[config.mk]
export PLATFORM = sky130hd
export DESIGN_NAME = nand_cmd_seq
export DESIGN_NICKNAME = d
export VERILOG_FILES = /design/src/rtl/nand_cmd_seq.sv
export SDC_FILE = /design/constraint.sdc
export NUM_CORES = 1
export LEC_CHECK = 0
export ABC_AREA = 1
export BUFFER_PORTS_ARGS = -buffer_cell sky130_fd_sc_hd__buf_4
export CORE_UTILIZATION = 45
export DETAILED_ROUTE_END_ITERATION = 10
export PLACE_DENSITY_LB_ADDON = 0.15
export SYNTH_ARGS = -nofsm -noshare
export SYNTH_HDL_FRONTEND = slang
export SYNTH_SLANG_ARGS = --single-unit
[constraint.sdc]
create_clock -name clk -period 1.6 [get_ports clk]
set_input_delay 0.16 -clock clk [delete_from_list [all_inputs] [get_ports clk]]
set_output_delay 0.16 -clock clk [all_outputs]
set_load 0.1 [all_outputs]
[src/rtl/nand_cmd_seq.sv]
module nand_cmd_seq #(
  parameter int ADDR_BYTES  = 5,
  parameter int OFS_W       = 12,
  parameter int SP_PAGE     = 512,
  parameter int LP_PAGE     = 2048,
  parameter int HALF_OFS    = 256,
  parameter int SP_COL_BITS = 8,
  parameter int LP_COL_BITS = 16,
  localparam int ADDR_W     = 8 * ADDR_BYTES,
  localparam int CNT_W      = $clog2(ADDR_BYTES) + 1
) (
  input  logic              clk,
  input  logic              rst_n,
  input  logic              cfg_large_page,
  input  logic              cfg_big_size,
  input  logic              cfg_wide_bus,
  input  logic              ce_n,
  input  logic              cle,
  input  logic              ale,
  input  logic              wp_n,
  input  logic              io_we,
  input  logic [7:0]        io_data,
  output logic              trig_read,
  output logic              trig_prog_start,
  output logic              trig_prog_commit,
  output logic              trig_erase,
  output logic              trig_id,
  output logic              trig_status,
  output logic              trig_reset,
  output logic              trig_rnd_read,
  output logic [ADDR_W-1:0] op_addr,
  output logic [OFS_W-1:0]  op_col_ofs,
  output logic [7:0]        cur_cmd,
  output logic [CNT_W-1:0]  addr_cycles
);

  localparam logic [7:0] OP_READ    = 8'h00;
  localparam logic [7:0] OP_READ_HI = 8'h01;
  localparam logic [7:0] OP_READ_SP = 8'h50;
  localparam logic [7:0] OP_LP_CONF = 8'h30;
  localparam logic [7:0] OP_NOSER   = 8'h35;
  localparam logic [7:0] OP_RND1    = 8'h05;
  localparam logic [7:0] OP_RND2    = 8'hE0;
  localparam logic [7:0] OP_ID      = 8'h90;
  localparam logic [7:0] OP_RESET   = 8'hFF;
  localparam logic [7:0] OP_PROG1   = 8'h80;
  localparam logic [7:0] OP_PROG2   = 8'h10;
  localparam logic [7:0] OP_ERASE1  = 8'h60;
  localparam logic [7:0] OP_ERASE2  = 8'hD0;
  localparam logic [7:0] OP_STATUS  = 8'h70;

  localparam int T_READ = 0, T_PSTART = 1, T_COMMIT = 2, T_ERASE = 3,
                 T_ID = 4, T_STATUS = 5, T_RESET = 6, T_RND = 7, NTRIG = 8;

  logic [7:0]        cmd_q, cmd_n;
  logic [ADDR_W-1:0] addr_q, addr_n, masked, erase_addr;
  logic [CNT_W-1:0]  cnt_q, cnt_n, launch;
  logic [OFS_W-1:0]  ofs_q, ofs_n;
  logic [NTRIG-1:0]  trig_q, trig_n;

  wire take = io_we && !ce_n;

  assign launch = !cfg_large_page ? CNT_W'(3) : (cfg_big_size ? CNT_W'(5) : CNT_W'(4));

  always_comb begin
    masked = '0;
    for (int i = 0; i < ADDR_BYTES; i++)
      if (CNT_W'(i) < cnt_q) masked[8*i +: 8] = addr_q[8*i +: 8];
    erase_addr = cfg_large_page ? (masked << LP_COL_BITS) : (masked << SP_COL_BITS);
  end

  always_comb begin
    cmd_n  = cmd_q;
    addr_n = addr_q;
    cnt_n  = cnt_q;
    ofs_n  = ofs_q;
    trig_n = '0;
    if (take && cle) begin
      if (cfg_large_page && cmd_q == OP_READ && io_data == OP_LP_CONF) begin
        cmd_n = cmd_q;
      end else if (cfg_large_page && io_data == OP_RND1) begin
        addr_n[LP_COL_BITS-1:0] = '0;
        cnt_n = '0;
      end else begin
        cmd_n = io_data;
        case (io_data)
          OP_READ:    ofs_n = '0;
          OP_READ_HI: begin cmd_n = OP_READ; ofs_n = OFS_W'(HALF_OFS); end
          OP_READ_SP: begin
            cmd_n = OP_READ;
            ofs_n = cfg_large_page ? OFS_W'(LP_PAGE) : OFS_W'(SP_PAGE);
          end
          OP_RESET: begin
            cmd_n  = OP_READ;
            addr_n = '0;
            ofs_n  = '0;
            trig_n[T_RESET] = 1'b1;
          end
          OP_STATUS: trig_n[T_STATUS] = 1'b1;
          OP_PROG2:  trig_n[T_COMMIT] = wp_n;
          OP_ERASE2: begin
            addr_n = erase_addr;
            trig_n[T_ERASE] = wp_n;
          end
          OP_RND2, OP_NOSER: trig_n[T_RND] = cfg_large_page;
          default: ;
        endcase
        if (io_data != OP_RND2) cnt_n = '0;
      end
    end else if (take && ale) begin
      for (int i = 0; i < ADDR_BYTES; i++)
        if (cnt_q == CNT_W'(i)) addr_n[8*i +: 8] = io_data;
      if (cnt_q != '1) cnt_n = cnt_q + 1'b1;
      if (cfg_wide_bus && cnt_n == CNT_W'(2)) addr_n = addr_n << 1;
      if (cmd_q == OP_ID && cnt_n == CNT_W'(1)) trig_n[T_ID] = 1'b1;
      if (cnt_n == launch) begin
        if (cmd_q == OP_READ)  trig_n[T_READ]   = 1'b1;
        if (cmd_q == OP_PROG1) trig_n[T_PSTART] = 1'b1;
      end
    end
  end

  always_ff @(posedge clk) begin
    if (!rst_n) begin
      cmd_q  <= OP_READ;
      addr_q <= '0;
      cnt_q  <= '0;
      ofs_q  <= '0;
      trig_q <= '0;
    end else begin
      cmd_q  <= cmd_n;
      addr_q <= addr_n;
      cnt_q  <= cnt_n;
      ofs_q  <= ofs_n;
      trig_q <= trig_n;
    end
  end

  assign trig_read        = trig_q[T_READ];
  assign trig_prog_start  = trig_q[T_PSTART];
  assign trig_prog_commit = trig_q[T_COMMIT];
  assign trig_erase       = trig_q[T_ERASE];
  assign trig_id          = trig_q[T_ID];
  assign trig_status      = trig_q[T_STATUS];
  assign trig_reset       = trig_q[T_RESET];
  assign trig_rnd_read    = trig_q[T_RND];
  assign op_addr          = addr_q;
  assign op_col_ofs       = ofs_q;
  assign cur_cmd          = cmd_q;
  assign addr_cycles      = cnt_q;

  logic unused_erase1;
  assign unused_erase1 = (OP_ERASE1 == 8'h60);

endmodule

==> results of run 1 <==
per-stage QoR:
step	power (mW)	setup slack (ns)	instance area, sq um	hold slack [ns]
global placement	3.307	-0.07509	5983	0.4321
detailed placement	3.322	-0.1062	5983	0.4396
finish	5.036	-0.08971	6872	0.07382
global route	5.239	-0.1650	6872	0.1009
floorplan	2.932	-0.09610	4955	0.3018
CTS	4.836	-0.05565	6240	0.07366
cells by family (layout without fill, tap and decap cells):
group	count (synthesis)	after routing	synth area share, %
and+or+nand+nor	510	513	46.06
buffers and inverters	133	265	12.91
AOI/OAI and AO/OA	112	112	12.35
DFF	63	63	26.82
adders and majority gates	6	6	1.597
other	1	9	0.07975
xor gates and xnor gates	1	1	0.1863
worst max-delay path, stage by stage, from the launching register on:
cell	delay, ns
dfxtp_4	0.38
ha_4	0.19
inv_2	0.05
nand2_2	0.07
nand2_4	0.09
nand4_4	0.11
buf_12	0.18
buf_6	0.14
or2_0	0.19
a21oi_1	0.13
nor2_1	0.05
state kept, by name, indices dropped and copies added, names as in the netlist:
signal / cells
addr_cycles: 4
cur_cmd: 8
op_addr: 40
op_col_ofs: 3
trig_q: 8
metal layers:
layer	wire, um	share of wire (%)
met1	7475	40
met2	8268	44
met3	2187	12
met4	793	4.2
met5	0	0
power by group:
part	leakage (nW)	internal, mW	switching, mW
sequential	0.523	1.63	0.0726
combinational	2.74	0.526	1.28
clock	0.102	0.866	0.668
final timing paths:
check,startpoint,to,slack (ns),cells after the start
setup / recovery,addr_cycles[1]$_SDFFE_PN0P_,op_addr[35]$_SDFFE_PN0P_,-0.09,10
hold / removal,wp_n,trig_q[3]$_SDFF_PP0_,0.07,3
setup reg to reg,addr_cycles[1]$_SDFFE_PN0P_,op_addr[35]$_SDFFE_PN0P_,-0.09,10
hold reg to reg,op_col_ofs[11]$_SDFFE_PN0P_,op_col_ofs[11]$_SDFFE_PN0P_,0.46,2
synthesized netlist by cell type (all sizes together) (3+ instances only):
master / instances / share of area, %
nand3: 96 / 11
ha: 6 / 1.6
inv: 79 / 6.3
or2: 4 / 0.53
buf: 39 / 5.4
nand4: 8 / 1.5
and3: 3 / 0.40
o211ai: 7 / 1.1
nor3: 7 / 0.75
a21oi: 48 / 5.1
dfxtp: 63 / 27
clkbuf: 14 / 1.1
o21ai: 56 / 6.0
nand2: 267 / 22
nor2: 124 / 10
cell type report:
class                   count  area [sq um]
fillers                   843          3083
clock inverters             5         72.57
multi-input cells         641          3309
inverters                  80         330.3
clock buffers              11         131.4
flip-flops and latches     63          1310
well taps                 133         166.4
repair buffers            169          1551
what timing repair did:
item,in CTS,in global routing
pin swaps,2,50
setup buffers,1,16
gates cloned,1,7
gates resized for setup,15,99
endpoints found under the hold margin,0,0
setup endpoints to repair,27,47
==> impl_metrics.yaml, run 1 <==
global_routing:
  first_global_vias: 5357
  groute.layer.met3.usage_pct: 6.391
  globalRoute.totalOverflow: 0
  track_usage_pct: 31.58
  largest_net_degree_at_the_start_of_global_routing: 35
  number_of_antenna_violations_at_the_first_check_in_global_routing: 0
  global_route.usage.met2_pct: 48.90
  gr-max-usage-layer: "met2"
  met1_layer_usage_reported_by_global_route_pct: 42.22
  grt_pass1_wl_mm: 27.15
cells_and_area:
  synthToLayoutAreaGrowth_pct: 46.14
  net_count_reported_at_finish: 988
  commonest_non_fill_non_tap_cells_in_the_layout: "nand2_1, buf_4, nor2_1"
  layout.cells.most_common: "nand2_1"
  instances_no_fill: 1102
  utilization_pct: 69.03
  antenna_cells_inserted: 0
  layout-drive-gt1-share_pct: 31.48
synth:
  ys_ff_latch: 63
  count_of_unique_library_cells_instantiated_by_yosys: 33
  dominantRegCellSynth: "dfxtp_1"
  netlist_area_sq_um: 4702
  avgSynthCellArea_sq_um: 5.693
  fraction_of_registers_with_async_set_reset_pct: 0
  synthesis.yosys.warnings: 0
  synth_cells: 826
  seq_area_frac_synth_pct: 26.82
  number_of_enable_flip_flop_cells_after_synthesis: 0
clock_network:
  cts_num_sinks: 63
  clock_path_buffers: 2
  htree_levels: 3
  cts_hold_buf: 0
  clock_insertion_delay_worst_skew_ns: 0.36
  cts_clock_pin_slew_for_the_worst_setup_and_hold_paths_ns: 0.07
  cts_buffers: 9
  ctsRootBufferMaster: "clkbuf_8"
  clock_tree_from_tritoncts: "yes"
critical_path:
  crit_required_ns: 1.85
  cp.arrival_ns: 1.94
  start_kind: "flip-flop"
  endpoint_kind: "flip-flop"
  setup.worst_path.class: "reg2reg"
  worst-path-max-fanout: 7
route:
  num_vias: 6079
  detail_route.wl_per_cell_um: 16.99
  postRouteAntennaNets: 0
  detail_route.drc_violations: 0
  routed_via_density: 5.516
  drt-initial-drc-count: 704
  drt_pass1_iterations: 6
  wirelength_mm: 18.73
sta:
  hold_violations: 0
  timing.setup.tns_ns: -1.738
  rsz0062_at_grt: "true"
  maxSlewViolCount: 0
  time_the_worst_path_needs_with_i_o_delays_and_setup_ns: 1.690
  minimum_setup_slack_in_the_final_design_ns: -0.08971
  final.period_utilization_pct: 105.6
  fmax_mhz: 591.8
  setup_viol: 41
  finalClockSkew_ns: 0.01227
status:
  run_status: "finished, violations left"
  failing_checks: "setup timing"
run:
  max-cap-violations: 0
placed_design:
  detailedPlacementHpwl_mm: 12.19
  gp_routability_congestion: 0.9420
  placed_instances: 1064
  port_buffers: 80
floorplan:
  core_area_sq_um: 9955
  floorplan.rows: 36
  floorplan.initialDensity_pct: 47.23
  chipHeight_um: 104.2
  ioPinCount: 90
  die_width_um: 104.2
  die_area_sq_um: 10860
power_and_ir_drop:
  power.static_leakage_nw: 3.366
  worst_ir_drop_vdd_mv: 0.4793
  pwr_density_cell_nw_per_um2: 732.9
min_path:
  min_path_type: "in2reg"
(Power assumes the default switching activity.)
==> run 2: changes to the inputs <==
--- a/config.mk
+++ b/config.mk
@@ -10,6 +10,7 @@
 export CORE_UTILIZATION = 45
 export DETAILED_ROUTE_END_ITERATION = 10
 export PLACE_DENSITY_LB_ADDON = 0.15
+export RECOVER_POWER = 100
 export SYNTH_ARGS = -nofsm -noshare
 export SYNTH_HDL_FRONTEND = slang
 export SYNTH_SLANG_ARGS = --single-unit
==> impl_metrics.yaml, run 2 (synthesis gave the netlist of run 1 again) <==
status:
  run_status: "finished, violations left"
  failing_checks: "setup timing"
critical_path:
  start_kind: "flip-flop"
  crit_required_ns: 1.85
  endpoint_kind: "flip-flop"
  setup.worst_path.class: "reg2reg"
  cp.arrival_ns: 1.94
  worst-path-max-fanout: 7
cells_and_area:
  antenna_cells_inserted: 0
  instances_no_fill: 1102
  layout.cells.most_common: "nand2_1"
  finish.instance_area_sq_um: 6709
  commonest_non_fill_non_tap_cells_in_the_layout: "nand2_1, nor2_1, nand3_1"
  synthToLayoutAreaGrowth_pct: 42.68
  layout-drive-gt1-share_pct: 31.17
  utilization_pct: 67.40
  largest_reg_flops: 40
  net_count_reported_at_finish: 988
sta:
  rsz0062_at_grt: "true"
  final.period_utilization_pct: 105.4
  maxSlewViolCount: 0
  fmax_mhz: 593.2
  tightestPinTransition_ns: 0.5512
  timing.setup.tns_ns: -1.446
  minimum_setup_slack_in_the_final_design_ns: -0.08565
  maxSlewHeadroom_pct: 63.41
  time_the_worst_path_needs_with_i_o_delays_and_setup_ns: 1.686
  final.hold.worst_slack_ns: 0.07473
  finalClockSkew_ns: 0.01179
  hold_violations: 0
  setup_viol: 37
clock_network:
  clock_tree_from_tritoncts: "yes"
  clock_insertion_delay_worst_skew_ns: 0.36
  ctsRootBufferMaster: "clkbuf_8"
  cts_num_sinks: 63
  htree_levels: 3
  cts_hold_buf: 0
  clock_path_buffers: 2
  cts_buffers: 9
  cts_clock_pin_slew_for_the_worst_setup_and_hold_paths_ns: 0.07
route:
  detail_route.wl_per_cell_um: 16.90
  num_vias: 6049
  drt-initial-drc-count: 730
  postRouteAntennaNets: 0
  drt_pass1_iterations: 5
  routed_via_density: 5.489
  wirelength_mm: 18.63
  detail_route.drc_violations: 0
power_and_ir_drop:
  cellInternalPower_mw: 2.975
  power.static_leakage_nw: 3.320
  pwr-share-seq_pct: 34.1
  clkPwrFrac_pct: 30.6
  worst_ir_drop_vdd_mv: 0.4812
  combPwrFrac_pct: 35.3
  swShare_pct: 40.30
  totalPowerFinal_mw: 4.983
  pwr_density_cell_nw_per_um2: 742.7
  power.switching_mw: 2.008
global_routing:
  first_global_vias: 5357
  globalRoute.totalOverflow: 0
  track_usage_pct: 31.58
  largest_net_degree_at_the_start_of_global_routing: 35
  number_of_antenna_violations_at_the_first_check_in_global_routing: 0
  grt_pass1_wl_mm: 27.15
min_path:
  min_path_type: "in2reg"
placed_design:
  dpl-instance-area_sq_um: 5983
  gp_routability_congestion: 0.9420
  placed_instances: 1064
  place_worst_setup_slack_ns: -0.1062
  detailedPlacementHpwl_mm: 12.19
  port_buffers: 80
floorplan:
  core_area_sq_um: 9955
  floorplan.initialDensity_pct: 47.23
  floorplan.rows: 36
  chipHeight_um: 104.2
  ioPinCount: 90
  die_area_sq_um: 10860
  die_width_um: 104.2
run:
  max-cap-violations: 0
## run 2: changes by cell type in the layout (fill, tap and decap cells not counted), sizes merged
cell	change
buf	-60
clkbuf	+60
## run 2: power groups by stage
stage          Combinational [mW]  Clock, mW  Sequential, mW
4_1_cts                      1.61       1.53            1.69
5_1_grt                      1.87       1.62            1.70
6_report                     1.76       1.53            1.70
3_3_place_gp                 1.58          0            1.73
3_5_place_dp                 1.59          0            1.73
2_1_floorplan               0.722          0            2.21
## run 2: final timing paths
kind	from	to	slack [ns]	cells after the start
worst max register to register	addr_cycles[1]$_SDFFE_PN0P_	op_addr[35]$_SDFFE_PN0P_	-0.09	10
worst max-delay path	addr_cycles[1]$_SDFFE_PN0P_	op_addr[35]$_SDFFE_PN0P_	-0.09	10
worst min register to register	op_col_ofs[11]$_SDFFE_PN0P_	op_col_ofs[11]$_SDFFE_PN0P_	0.46	2
worst min-delay path	wp_n	trig_q[3]$_SDFF_PP0_	0.07	3
## run 2: area by class of cell
cell class	count	area, sq um
timing repair buffer	169	1394
multi-input combinational	641	3304
clock inverter	5	72.57
fill	885	3246
sequential	63	1310
tap	133	166.4
clock buffer	11	131.4
inverter	80	330.3
## run 2: routing by layer
metal / vias to the layer above / wire length [um] / global-route usage, %
met4: 0 / 807 / 14.18
met3: 66 / 2067 / 6.391
li1: 2890 / - / -
met2: 388 / 8209 / 48.90
met5: - / 0 / 0
met1: 2705 / 7540 / 42.22
## run 2: worst max-delay path, cell delays in order, from the launching register on
cell	delay [ns]
dfxtp_4	0.38
ha_4	0.19
inv_2	0.05
nand2_2	0.06
nand2_4	0.09
nand4_4	0.11
buf_12	0.18
buf_6	0.14
or2_0	0.20
a21oi_1	0.13
nor2_1	0.05
## run 2: timing repair
action / in CTS / in global routing
buffers inserted: 1 / 16
gates cloned: 1 / 7
setup endpoints to repair: 27 / 47
pin swaps: 2 / 50
resized for setup: 15 / 99
